<file path="src/rtl/seq_divider.sv">
module seq_divider #(
  parameter int W = 32
) (
  input  logic         clk,
  input  logic         rst_n,
  input  logic         start,
  input  logic [1:0]   mode,
  input  logic         is_signed,
  input  logic [W-1:0] dvd_hi,
  input  logic [W-1:0] dvd_lo,
  input  logic [W-1:0] divisor,
  input  logic         same_reg,
  input  logic         n_prev,
  output logic [W-1:0] quot_out,
  output logic [W-1:0] rem_out,
  output logic         quot_we,
  output logic         rem_we,
  output logic         flag_n,
  output logic         flag_z,
  output logic         flag_v,
  output logic         flag_c,
  output logic         dz_trap,
  output logic         done
);
  localparam int HW  = W / 2;
  localparam int DW  = 2 * W;
  localparam int LAT = DW + 1;
  localparam int CW  = $clog2(DW + 2);
  localparam logic [1:0] MD_WORD = 2'd0;
  localparam logic [1:0] MD_QUAD = 2'd2;

  typedef enum logic [1:0] {S_IDLE, S_ITER, S_FIN} st_t;

  st_t            st;
  logic [CW-1:0]  cnt, lat_cnt;
  logic [W-1:0]   rem_r, dvs_r;
  logic [DW-1:0]  q_r;
  logic [1:0]     mode_r;
  logic           sgn_r, neg_q_r, neg_r_r, same_r, nprev_r, dz_r;

  // operand preparation at start
  logic           w_in, q_in;
  logic [W-1:0]   dvs_ext, dvs_mag;
  logic [DW-1:0]  dvd_ext, dvd_mag;
  logic           dvd_neg, dvs_neg;

  assign w_in    = (mode == MD_WORD);
  assign q_in    = (mode == MD_QUAD);
  assign dvs_ext = w_in ? {{HW{is_signed & divisor[HW-1]}}, divisor[HW-1:0]} : divisor;
  assign dvd_ext = q_in ? {dvd_hi, dvd_lo} : {{W{is_signed & dvd_lo[W-1]}}, dvd_lo};
  assign dvd_neg = is_signed & dvd_ext[DW-1];
  assign dvs_neg = is_signed & dvs_ext[W-1];
  assign dvd_mag = dvd_neg ? -dvd_ext : dvd_ext;
  assign dvs_mag = dvs_neg ? -dvs_ext : dvs_ext;

  // one restoring step
  logic [W:0] trial, diff;
  logic       ge;

  assign trial = {rem_r, q_r[DW-1]};
  assign diff  = trial - {1'b0, dvs_r};
  assign ge    = ~diff[W];

  // sign correction and range test
  logic [DW-1:0] q_s;
  logic [W-1:0]  r_s;
  logic          w_md_r, ovf_w, ovf_q, ovf;

  assign w_md_r = (mode_r == MD_WORD);
  assign q_s    = neg_q_r ? -q_r : q_r;
  assign r_s    = neg_r_r ? -rem_r : rem_r;
  assign ovf_w  = sgn_r ? ~((&q_s[DW-1:HW-1]) | ~(|q_s[DW-1:HW-1])) : (|q_r[DW-1:HW]);
  assign ovf_q  = sgn_r ? ~((&q_s[DW-1:W-1]) | ~(|q_s[DW-1:W-1])) : (|q_r[DW-1:W]);
  assign ovf    = w_md_r ? ovf_w : ((mode_r == MD_QUAD) ? ovf_q : 1'b0);
  assign flag_c = 1'b0;

  always_ff @(posedge clk or negedge rst_n) begin
    if (!rst_n) begin
      st       <= S_IDLE;
      cnt      <= '0;
      rem_r    <= '0;
      dvs_r    <= '0;
      q_r      <= '0;
      mode_r   <= '0;
      sgn_r    <= 1'b0;
      neg_q_r  <= 1'b0;
      neg_r_r  <= 1'b0;
      same_r   <= 1'b0;
      nprev_r  <= 1'b0;
      dz_r     <= 1'b0;
      quot_out <= '0;
      rem_out  <= '0;
      quot_we  <= 1'b0;
      rem_we   <= 1'b0;
      flag_n   <= 1'b0;
      flag_z   <= 1'b0;
      flag_v   <= 1'b0;
      dz_trap  <= 1'b0;
      done     <= 1'b0;
    end else begin
      quot_we <= 1'b0;
      rem_we  <= 1'b0;
      dz_trap <= 1'b0;
      done    <= 1'b0;
      case (st)
        S_IDLE: if (start) begin
          st      <= S_ITER;
          cnt     <= '0;
          rem_r   <= '0;
          q_r     <= dvd_mag;
          dvs_r   <= dvs_mag;
          mode_r  <= mode;
          sgn_r   <= is_signed;
          neg_q_r <= dvd_neg ^ dvs_neg;
          neg_r_r <= dvd_neg;
          same_r  <= same_reg;
          nprev_r <= n_prev;
          dz_r    <= (dvs_ext == '0);
        end
        S_ITER: begin
          rem_r <= ge ? diff[W-1:0] : trial[W-1:0];
          q_r   <= {q_r[DW-2:0], ge};
          cnt   <= cnt + 1'b1;
          if (cnt == CW'(DW - 1)) st <= S_FIN;
        end
        S_FIN: begin
          st   <= S_IDLE;
          done <= 1'b1;
          if (dz_r) begin
            dz_trap <= 1'b1;
            flag_n  <= nprev_r;
            flag_z  <= 1'b0;
            flag_v  <= 1'b0;
          end else if (ovf) begin
            flag_n <= nprev_r;
            flag_z <= 1'b0;
            flag_v <= 1'b1;
          end else begin
            quot_we  <= 1'b1;
            rem_we   <= ~w_md_r & ~same_r;
            quot_out <= w_md_r ? {r_s[HW-1:0], q_s[HW-1:0]} : q_s[W-1:0];
            rem_out  <= r_s;
            flag_n   <= w_md_r ? q_s[HW-1] : q_s[W-1];
            flag_z   <= w_md_r ? (q_s[HW-1:0] == '0) : (q_s[W-1:0] == '0);
            flag_v   <= 1'b0;
          end
        end
        default: st <= S_IDLE;
      endcase
    end
  end

  // cycles since the accepted start, kept apart from the sequencer
  always_ff @(posedge clk or negedge rst_n) begin
    if (!rst_n)                    lat_cnt <= '0;
    else if (st == S_IDLE && start) lat_cnt <= '0;
    else if (st != S_IDLE)          lat_cnt <= lat_cnt + 1'b1;
  end

  a_r5_dz_no_write: assert property (@(posedge clk) disable iff (!rst_n)
    (done && dz_trap) |-> (!quot_we && !rem_we && !flag_v && flag_n == nprev_r));

  a_r6_ovf_no_write: assert property (@(posedge clk) disable iff (!rst_n)
    (done && flag_v) |-> (!quot_we && !rem_we && !flag_z && flag_n == nprev_r));

  a_r2_same_reg: assert property (@(posedge clk) disable iff (!rst_n)
    rem_we |-> (quot_we && !same_r && mode_r != MD_WORD));

  a_r9_pulse: assert property (@(posedge clk) disable iff (!rst_n)
    done |=> !done);

  a_r9_we_with_done: assert property (@(posedge clk) disable iff (!rst_n)
    (quot_we || rem_we || dz_trap) |-> done);

  a_r9_latency: assert property (@(posedge clk) disable iff (!rst_n)
    done |-> (lat_cnt == CW'(LAT)));

  a_r10_ignore_start: assert property (@(posedge clk) disable iff (!rst_n)
    (st == S_ITER && start) |=> (lat_cnt == $past(lat_cnt) + 1'b1));
endmodule

</file>
<file path="config.mk">
export PLATFORM = sky130hd
export DESIGN_NAME = seq_divider
export DESIGN_NICKNAME = d
export VERILOG_FILES = /design/src/rtl/seq_divider.sv
export SDC_FILE = /design/constraint.sdc
export NUM_CORES = 1
export LEC_CHECK = 0
export ABC_AREA = 1
export BUFFER_PORTS_ARGS = -buffer_cell sky130_fd_sc_hd__buf_4
export CAP_MARGIN = 20
export CORE_ASPECT_RATIO = 1.2
export CORE_MARGIN = 2
export CORE_UTILIZATION = 60
export DETAILED_ROUTE_END_ITERATION = 8
export PLACE_DENSITY = 0.9
export SETUP_SLACK_MARGIN = 0.3
export SYNTH_ARGS = -nofsm -noshare
export SYNTH_HDL_FRONTEND = slang
export SYNTH_SLANG_ARGS = --single-unit
</file>
<file path="constraint.sdc">
create_clock -name clk -period 5 [get_ports clk]
set_clock_uncertainty 0.1 [all_clocks]
set_input_delay 1 -clock clk [delete_from_list [all_inputs] [get_ports clk]]
set_output_delay 1 -clock clk [all_outputs]
set_load 0.01 [all_outputs]
</file>
==> results of run 1 <==
-- cell usage in the layout, fill, tap and decap left out, drive strengths merged, types with 3 or more instances in the layout --
master    instances
nand2           719
nor2            345
inv             276
o21ai           274
dfrtp           216
buf             198
xor2            115
nand3           109
a21oi            63
a22oi            55
nor3             42
xnor2            39
ha               38
clkbuf           32
nand4            26
o22ai            22
nand3b           13
nor4             11
o31ai            10
a31oi             9
o221ai            9
clkinv            9
or2               7
o211ai            4
o21bai            4
a21o              4
a21boi            4
bufinv            3
clkinvlp          3
-- critical path, cell delays in order (launching register included) --
cell and delay [ns]:
dfrtp_1 0.40, inv_1 0.13, ha_1 0.23, nand3_2 0.14, nor2_2 0.27, nand2_2 0.19, o21ai_2 0.28, nand2_1 0.08
nand2_1 0.20, nand2_1 0.07, nor2_1 0.11, nand2_1 0.05, nor2_1 0.29, nand4_1 0.14, nand3_1 0.09, nand2_1 0.07
nand2_2 0.11, nand3_4 0.28, buf_4 0.39, nand2_1 0.12, o21ai_1 0.07
-- kinds of logic after synthesis --
group | Yosys count | synth area share (%)
DFF | 216 | 32.4
and+or+nand+nor | 1279 | 31.6
adders and majority gates | 39 | 2.97
xor gates and xnor gates | 154 | 8.09
buffers and inverters | 365 | 8.60
AOI/OAI and AO/OA | 468 | 16.2
muxes | 2 | 0.120
other | 1 | 0.0225
-- cell usage after synthesis, types with 6 or more instances --
cell type,number,area (µm²)
nand2_1,713,2680
nor2_1,337,1260
inv_1,268,1010
o21ai_0,219,1100
dfrtp_1,216,5410
xor2_1,115,1010
nand3_1,106,531
clkbuf_1,66,248
a21oi_1,62,310
a22oi_1,55,413
o21ai_1,43,215
xnor2_1,39,342
ha_1,38,475
nor3_1,38,190
nand4_1,26,163
o22ai_1,22,138
nand3b_1,13,97.6
o21ai_2,12,105
nor4_1,11,68.8
o31ai_1,10,75.1
a31oi_1,9,56.3
o221ai_1,9,78.8
buf_1,7,26.3
buf_2,6,30.0
buf_6,6,67.6
nand2_2,6,37.5
or2_2,6,37.5
-- area by class of cell --
| class | instances | share of cell area, % |
|---|---|---|
| Timing Repair Buffer | 199 | 7.92 |
| Sequential cell | 216 | 28.3 |
| Clock inverter | 14 | 0.871 |
| Tap cell | 340 | 2.23 |
| Clock buffer | 31 | 3.65 |
| Multi-Input combinational cell | 1943 | 51.6 |
| Inverter | 277 | 5.44 |
-- state kept, by name, indices dropped and copies added, names as in the netlist, 2 cells and up --
name      flops
cnt           7
dvs_r        32
mode_r        2
q_r          64
quot_out     32
rem_out      32
rem_r        32
st            2
-- per-stage QoR --
| step | util [%] | total power [mW] |
|---|---|---|
| finish | 70.1 | 4.02 |
| global route | 70.1 | 4.16 |
| CTS | 70.1 | 4.04 |
| detailed placement | 66.9 | 2.13 |
| global placement | 66.9 | 2.12 |
| floorplan | - | 1.97 |
-- layer usage --
layer | vias to the layer above | GRT usage (%)
met5 | - | 0
met4 | 0 | 19.1
met3 | 186 | 5.76
met2 | 756 | 64.1
met1 | 8146 | 47.0
li1 | 8493 | -
-- worst min path at each step --
stage | from | endpoint | cells after the start
detailed placement | st[0] | done | 1
global placement | st[0] | done | 1
floorplan | same_r | rem_we | 1
global route | st[0] | done | 1
CTS | st[0] | done | 1
finish | st[0] | done | 1
-- report_power, final --
group	switching, mW	leakage [nW]	internal [mW]
registers	0	2.75	1.75
logic	0.219	6.27	0.135
clock network	0.770	0.423	1.15
total	0.988	9.45	3.03
==> summary.md, run 1 <==
| Metric | Value |
|---|---|
| Worst setup SP type | register |
| Final setup viols | 0 |
| Status | completed |
| R2r setup slk | 1.00 ns |
| Row count | 66 |
| CP required | 5.30 ns |
| Hold Vio Cnt, Final | 0 |
| IO buf count | 174 |
| RSZ-0062 raised after global routing | false |
| Final GP Congestion | roughly 1.1 |
| Async set-reset flop share out of synthesis | 100% |
| Met3 WL | 3910 µm |
| GRT overflow | 0 |
| Post-synthesis cell count | 2524 |
| Clock transition at path regs | roughly 0.06 ns |
| Yosys reg bits | 216 |
| Rel. slew slack | 39.2% |
| Area Growth Syn to Fin | 14.6% |
| PostCTS Resize Cnt | 0 |
| Top Metal Used | met4 |
| Die X | 156 µm |
| EDFF count, synth | 0 |
| Final HPWL DP | about 43000 µm |
| Sink Count | 216 |
| Reg2reg end | rem_out[5] |
| DRT antenna net count | 0 |
| Clk_lat worst skew | 0.53 ns |
| Area after DPL | roughly 0.018 mm² |
| Design Area, Final | 0.0191 mm² |
| Fillcell total | between 2000 and 2500 |
| GRT Util Overall | 37.9% |
| Vias in the first global route | 16900 |
| Leakage power | 9.45 nW |
| Final WS setup | about 1 ns |
| Yosys warns | 0 |
| Post-synth net total | 2667 |
| Crit path max fanout | 41 |
| Slew Viols, Final | 0 |
| Die height | about 190 µm |
| Cts bufs inserted | 25 |
| Placed Cells | 2975 |
| Diode count | 0 |
| Largest net degree at the start of global routing | 96 |
| Critical Path Sink Type | register |
| DRC | 0 |
| Post-Synthesis Cell Area | between 0.015 and 0.02 mm² |
| Critical Path Sink | rem_out[5] |
| Total number of vias | between 15000 and 20000 |
| Routed vias/inst | approximately 5.8 |
| Fin crit share | 79.9% |
| Tmin final | around 4.0 ns |
| Cell Count, Final, Fillers Out | 3020 |
| Core Area | 0.0273 mm² |
| Crit path kind | register to register |
| Final hold slack | between 0.3 and 0.4 ns |
| Share of layout cells above drive strength 1 | 11.0% |
| PD cells | 210 mW/mm² |
| Achievable Freq | 250 MHz |
| Hold buffer count at CTS | 0 |
| Hold WC Path Type | register to register |
| Post-Route M1 WL | 21200 µm |
| Final setup TNS | 0 ns |
| Metal2 WL | 26900 µm |
| Reg2Reg Depth | 20 |
| TritonRoute pass-1 iters | 6 |
| TritonCTS clock tree | built |
| Initial drt markers | 1552 |
| Cell variety after synth | 57 |
| Avg Inst Size Synth | 6.61 µm² |
| Reg area | between 0.005 and 0.006 mm² |
| Root Buffer | clkbuf_16 |
| Initial Util | 61.2% |
| IO Count | 176 |
| Crit. Startpoint | q_r[1] |
| Main synth FF type | dfrtp_1 |
| Worst vdd ir | roughly 0.25 mV |
| Place WS | 0.893 ns |
| Number of post-CTS setup repair buffers | 0 |
| Initial antenna violation count | 0 |
| DRT Wirelength | 55200 µm |
| CTS H-tree depth | 1 |
| CTS max path bufs | 3 |
| Area of the multi-input gates | 0.00986 mm² |
| Critical path arrival | 4.30 ns |
| Slew at the pin closest to its max-slew limit | about 0.9 ns |
| First-pass GRT wire length | 88600 µm |
| Routed WL per cell | 18.3 µm |
| Die area | 0.0291 mm² |
| Post-synthesis sequential area ratio | 32.4% |
| Max_cap viols | 0 |
| Nets | 2805 |
| R2r startpoint | q_r[1] |
(Power assumes the default switching activity.)
==> run 2, diff against run 1 <==
CORE_UTILIZATION = 55   (was 60)
PLACE_DENSITY = 0.87   (was 0.9)
clock period = 3.41 ns   (was 5 ns; I/O delays follow)
==> run 2 against run 1 <==
Clock-buffer cell count is 5 higher. Sequential power up 46%. Die area is 8.9% higher. Clock power is 33% higher. Global-route usage down 3.7 points. Via count rose by 6.8%. Critical path depth rose by 3. Critical endpoint is now rem_out[20]. Cell count is 5.1% higher. Register-to-register slack worse by 0.93 ns. Core utilization is 0.65 points higher. First-iteration DRC count rose by 38%. Sequential share of layout area down 2.4 points.
==> summary.md, run 2 (same netlist as run 1, synthesis figures left out) <==
| Metric | Value |
|---|---|
| Final GP Congestion | 1.03 (was 1.06) |
| Final setup TNS | 0 ns (unchanged) |
| GRT Util Overall | 34.2% (was 37.9%) |
| IO Count | 176 (unchanged) |
| Die area | 0.0317 mm² (was 0.0291 mm²) |
| Initial antenna violation count | 0 (unchanged) |
| Top reg by flops | q_r (unchanged) |
| First-pass GRT wire length | 87500 µm (was 88600 µm) |
| Slew at the pin closest to its max-slew limit | 0.736 ns (was 0.910 ns) |
| Slew Viols, Final | 0 (unchanged) |
| Place WS | -0.156 ns (was 0.893 ns) |
| R2r setup slk | 0.08 ns (was 1.00 ns) |
| Rel. slew slack | 50.9% (was 39.2%) |
| Status | completed (unchanged) |
| Crit path kind | register to register (unchanged) |
| Fin crit share | 97.7% (was 79.9%) |
| Initial Util | 56.1% (was 61.2%) |
| Hold Vio Cnt, Final | 0 (unchanged) |
| Final hold slack | 0.0543 ns (was 0.348 ns) |
| Leading cell type in the layout, fill and taps excluded | nand2_1 (unchanged) |
| Diode count | 0 (unchanged) |
| Hold WC Path Type | primary input to async pin (was register to register) |
| Area after DPL | 0.0187 mm² (was 0.0182 mm²) |
| TritonRoute pass-1 iters | 6 (unchanged) |
| Routed WL per cell | 18.5 µm (was 18.3 µm) |
| Row count | 69 (was 66) |
| Achievable Freq | 300 MHz (was 250 MHz) |
| IO buf count | 174 (unchanged) |
| Vias in the first global route | 17200 (was 16900) |
| Max FFs per register | 64 (unchanged) |
| Max_cap viols | 0 (unchanged) |
| Area Growth Syn to Fin | 26.0% (was 14.6%) |
| Tmin final | 3.33 ns (was 4.00 ns) |
| Final HPWL DP | 42000 µm (was 43300 µm) |
| CP required | 3.71 ns (was 5.30 ns) |
| CTS H-tree depth | 1 (unchanged) |
| Worst vdd ir | 0.336 mV (was 0.248 mV) |
| Root Buffer | clkbuf_16 (unchanged) |
| Nets | 2911 (was 2805) |
| Largest net degree at the start of global routing | 80 (was 96) |
| RSZ-0062 raised after global routing | true (was false) |
| TritonCTS clock tree | built (unchanged) |
| Initial drt markers | 2136 (was 1552) |
| Final setup viols | 0 (unchanged) |
| Leakage power | 10.3 nW (was 9.45 nW) |
| DRC | 0 (unchanged) |
| Share of layout cells above drive strength 1 | 21.2% (was 11.0%) |
| Critical path arrival | 3.64 ns (was 4.30 ns) |
| GRT overflow | 0 (unchanged) |
| Final WS setup | 0.0767 ns (was 1.00 ns) |
| Clock transition at path regs | 0.07 ns (was 0.06 ns) |
| Critical Path Sink Type | register (unchanged) |
| Total number of vias | 18800 (was 17600) |
| Clk_lat worst skew | 0.54 ns (was 0.53 ns) |
| Commonest cells after routing, fill and taps aside | 647 x nand2_1, 283 x nor2_1, 273 x buf_4 (was 713 x nand2_1, 335 x nor2_1, 267 x inv_1) |
| DRT antenna net count | 0 (unchanged) |
| Cts bufs inserted | 24 (was 25) |
| DRT Wirelength | 58700 µm (was 55200 µm) |
| Sink Count | 216 (unchanged) |
| R2r startpoint | q_r[12] (was q_r[1]) |
| Pwr Total | 5.67 mW (was 4.02 mW) |
| Core Area | 0.0297 mm² (was 0.0273 mm²) |
| PD cells | 270 mW/mm² (was 210 mW/mm²) |
| Crit path max fanout | 9 (was 41) |
| Reg2Reg Depth | 23 (was 20) |
| CTS max path bufs | 3 (unchanged) |
| Design Area, Final | 0.0210 mm² (was 0.0191 mm²) |
| Routed vias/inst | 5.92 (was 5.82) |
| Worst setup SP type | register (unchanged) |
| Die height | 195 µm (was 187 µm) |
| Reg2reg end | rem_out[20] (was rem_out[5]) |
| Die X | 163 µm (was 156 µm) |
[run 2: what timing repair did]
action	in CTS	in global routing
setup buffers	23	24
cloned	3	9
gates resized for setup	117	174
endpoints found under the setup margin	75	121
pin swaps	19	43
hold buffers	0	0
[run 2: layout make-up]
type,count,area (µm²)
Fill cell,2391,8680
Multi-Input combinational cell,1943,10600
Inverter,277,1060
Clock buffer,36,686
Tap cell,390,488
Sequential cell,216,5440
Timing Repair Buffer,306,2670
Clock inverter,5,65.1
[run 2: how the worst max path moves through the flow]
stage                    from            to  slack (ns)  cells after the start
finish                q_r[12]   rem_out[20]        0.08                     23
global route          q_r[12]  quot_out[18]       -0.09                     23
CTS                    q_r[1]  quot_out[20]        0.26                     24
detailed placement  dvd_lo[0]       q_r[62]       -0.16                     19
global placement    dvd_lo[0]       q_r[56]        -0.1                     21
floorplan             q_r[63]     rem_r[21]        0.47                     20
[run 2: power by group]
| group | leakage, nW | total (mW) | switching (mW) | internal, mW |
|---|---|---|---|---|
| sequential | 2.72 | 2.56 | 0 | 2.56 |
| combinational | 7.17 | 0.553 | 0.335 | 0.217 |
| clock | 0.367 | 2.56 | 1.10 | 1.46 |
[run 2: layer usage]
metal / vias to the layer above / GRT usage (%) / wire length [µm]
met5: - / 0 / 0
met4: 0 / 14.9 / 3060
met3: 226 / 4.01 / 4500
met2: 1034 / 58.2 / 28200
met1: 8812 / 43.7 / 23000
li1: 8700 / - / -
[run 2: per-stage QoR]
| stage | util, % | cells |
|---|---|---|
| final | 70.8 | 3173 |
| after global routing | 70.8 | 3173 |
| after global placement | 63.1 | 3073 |
| after floorplan | - | 2524 |
| after CTS | 67.7 | 3140 |
| after detailed placement | 63.1 | 3073 |
[run 2: critical path: stages (launching register included)]
cell	delay (ns)
dfrtp_2	0.45
nor2_1	0.16
nand2_1	0.13
nor2_2	0.15
nand2_2	0.12
nand2_4	0.14
buf_4	0.14
nand2_1	0.05
nand2_1	0.07
nand2_1	0.11
nor2_1	0.13
nand2_1	0.08
nor2_2	0.15
nand2_2	0.09
nor2_1	0.12
nand2_1	0.06
nand3_1	0.08
nand2_1	0.07
nand2_2	0.10
nand3_4	0.16
buf_12	0.22
clkbuf_16	0.16
nand2_1	0.07
o21ai_1	0.09
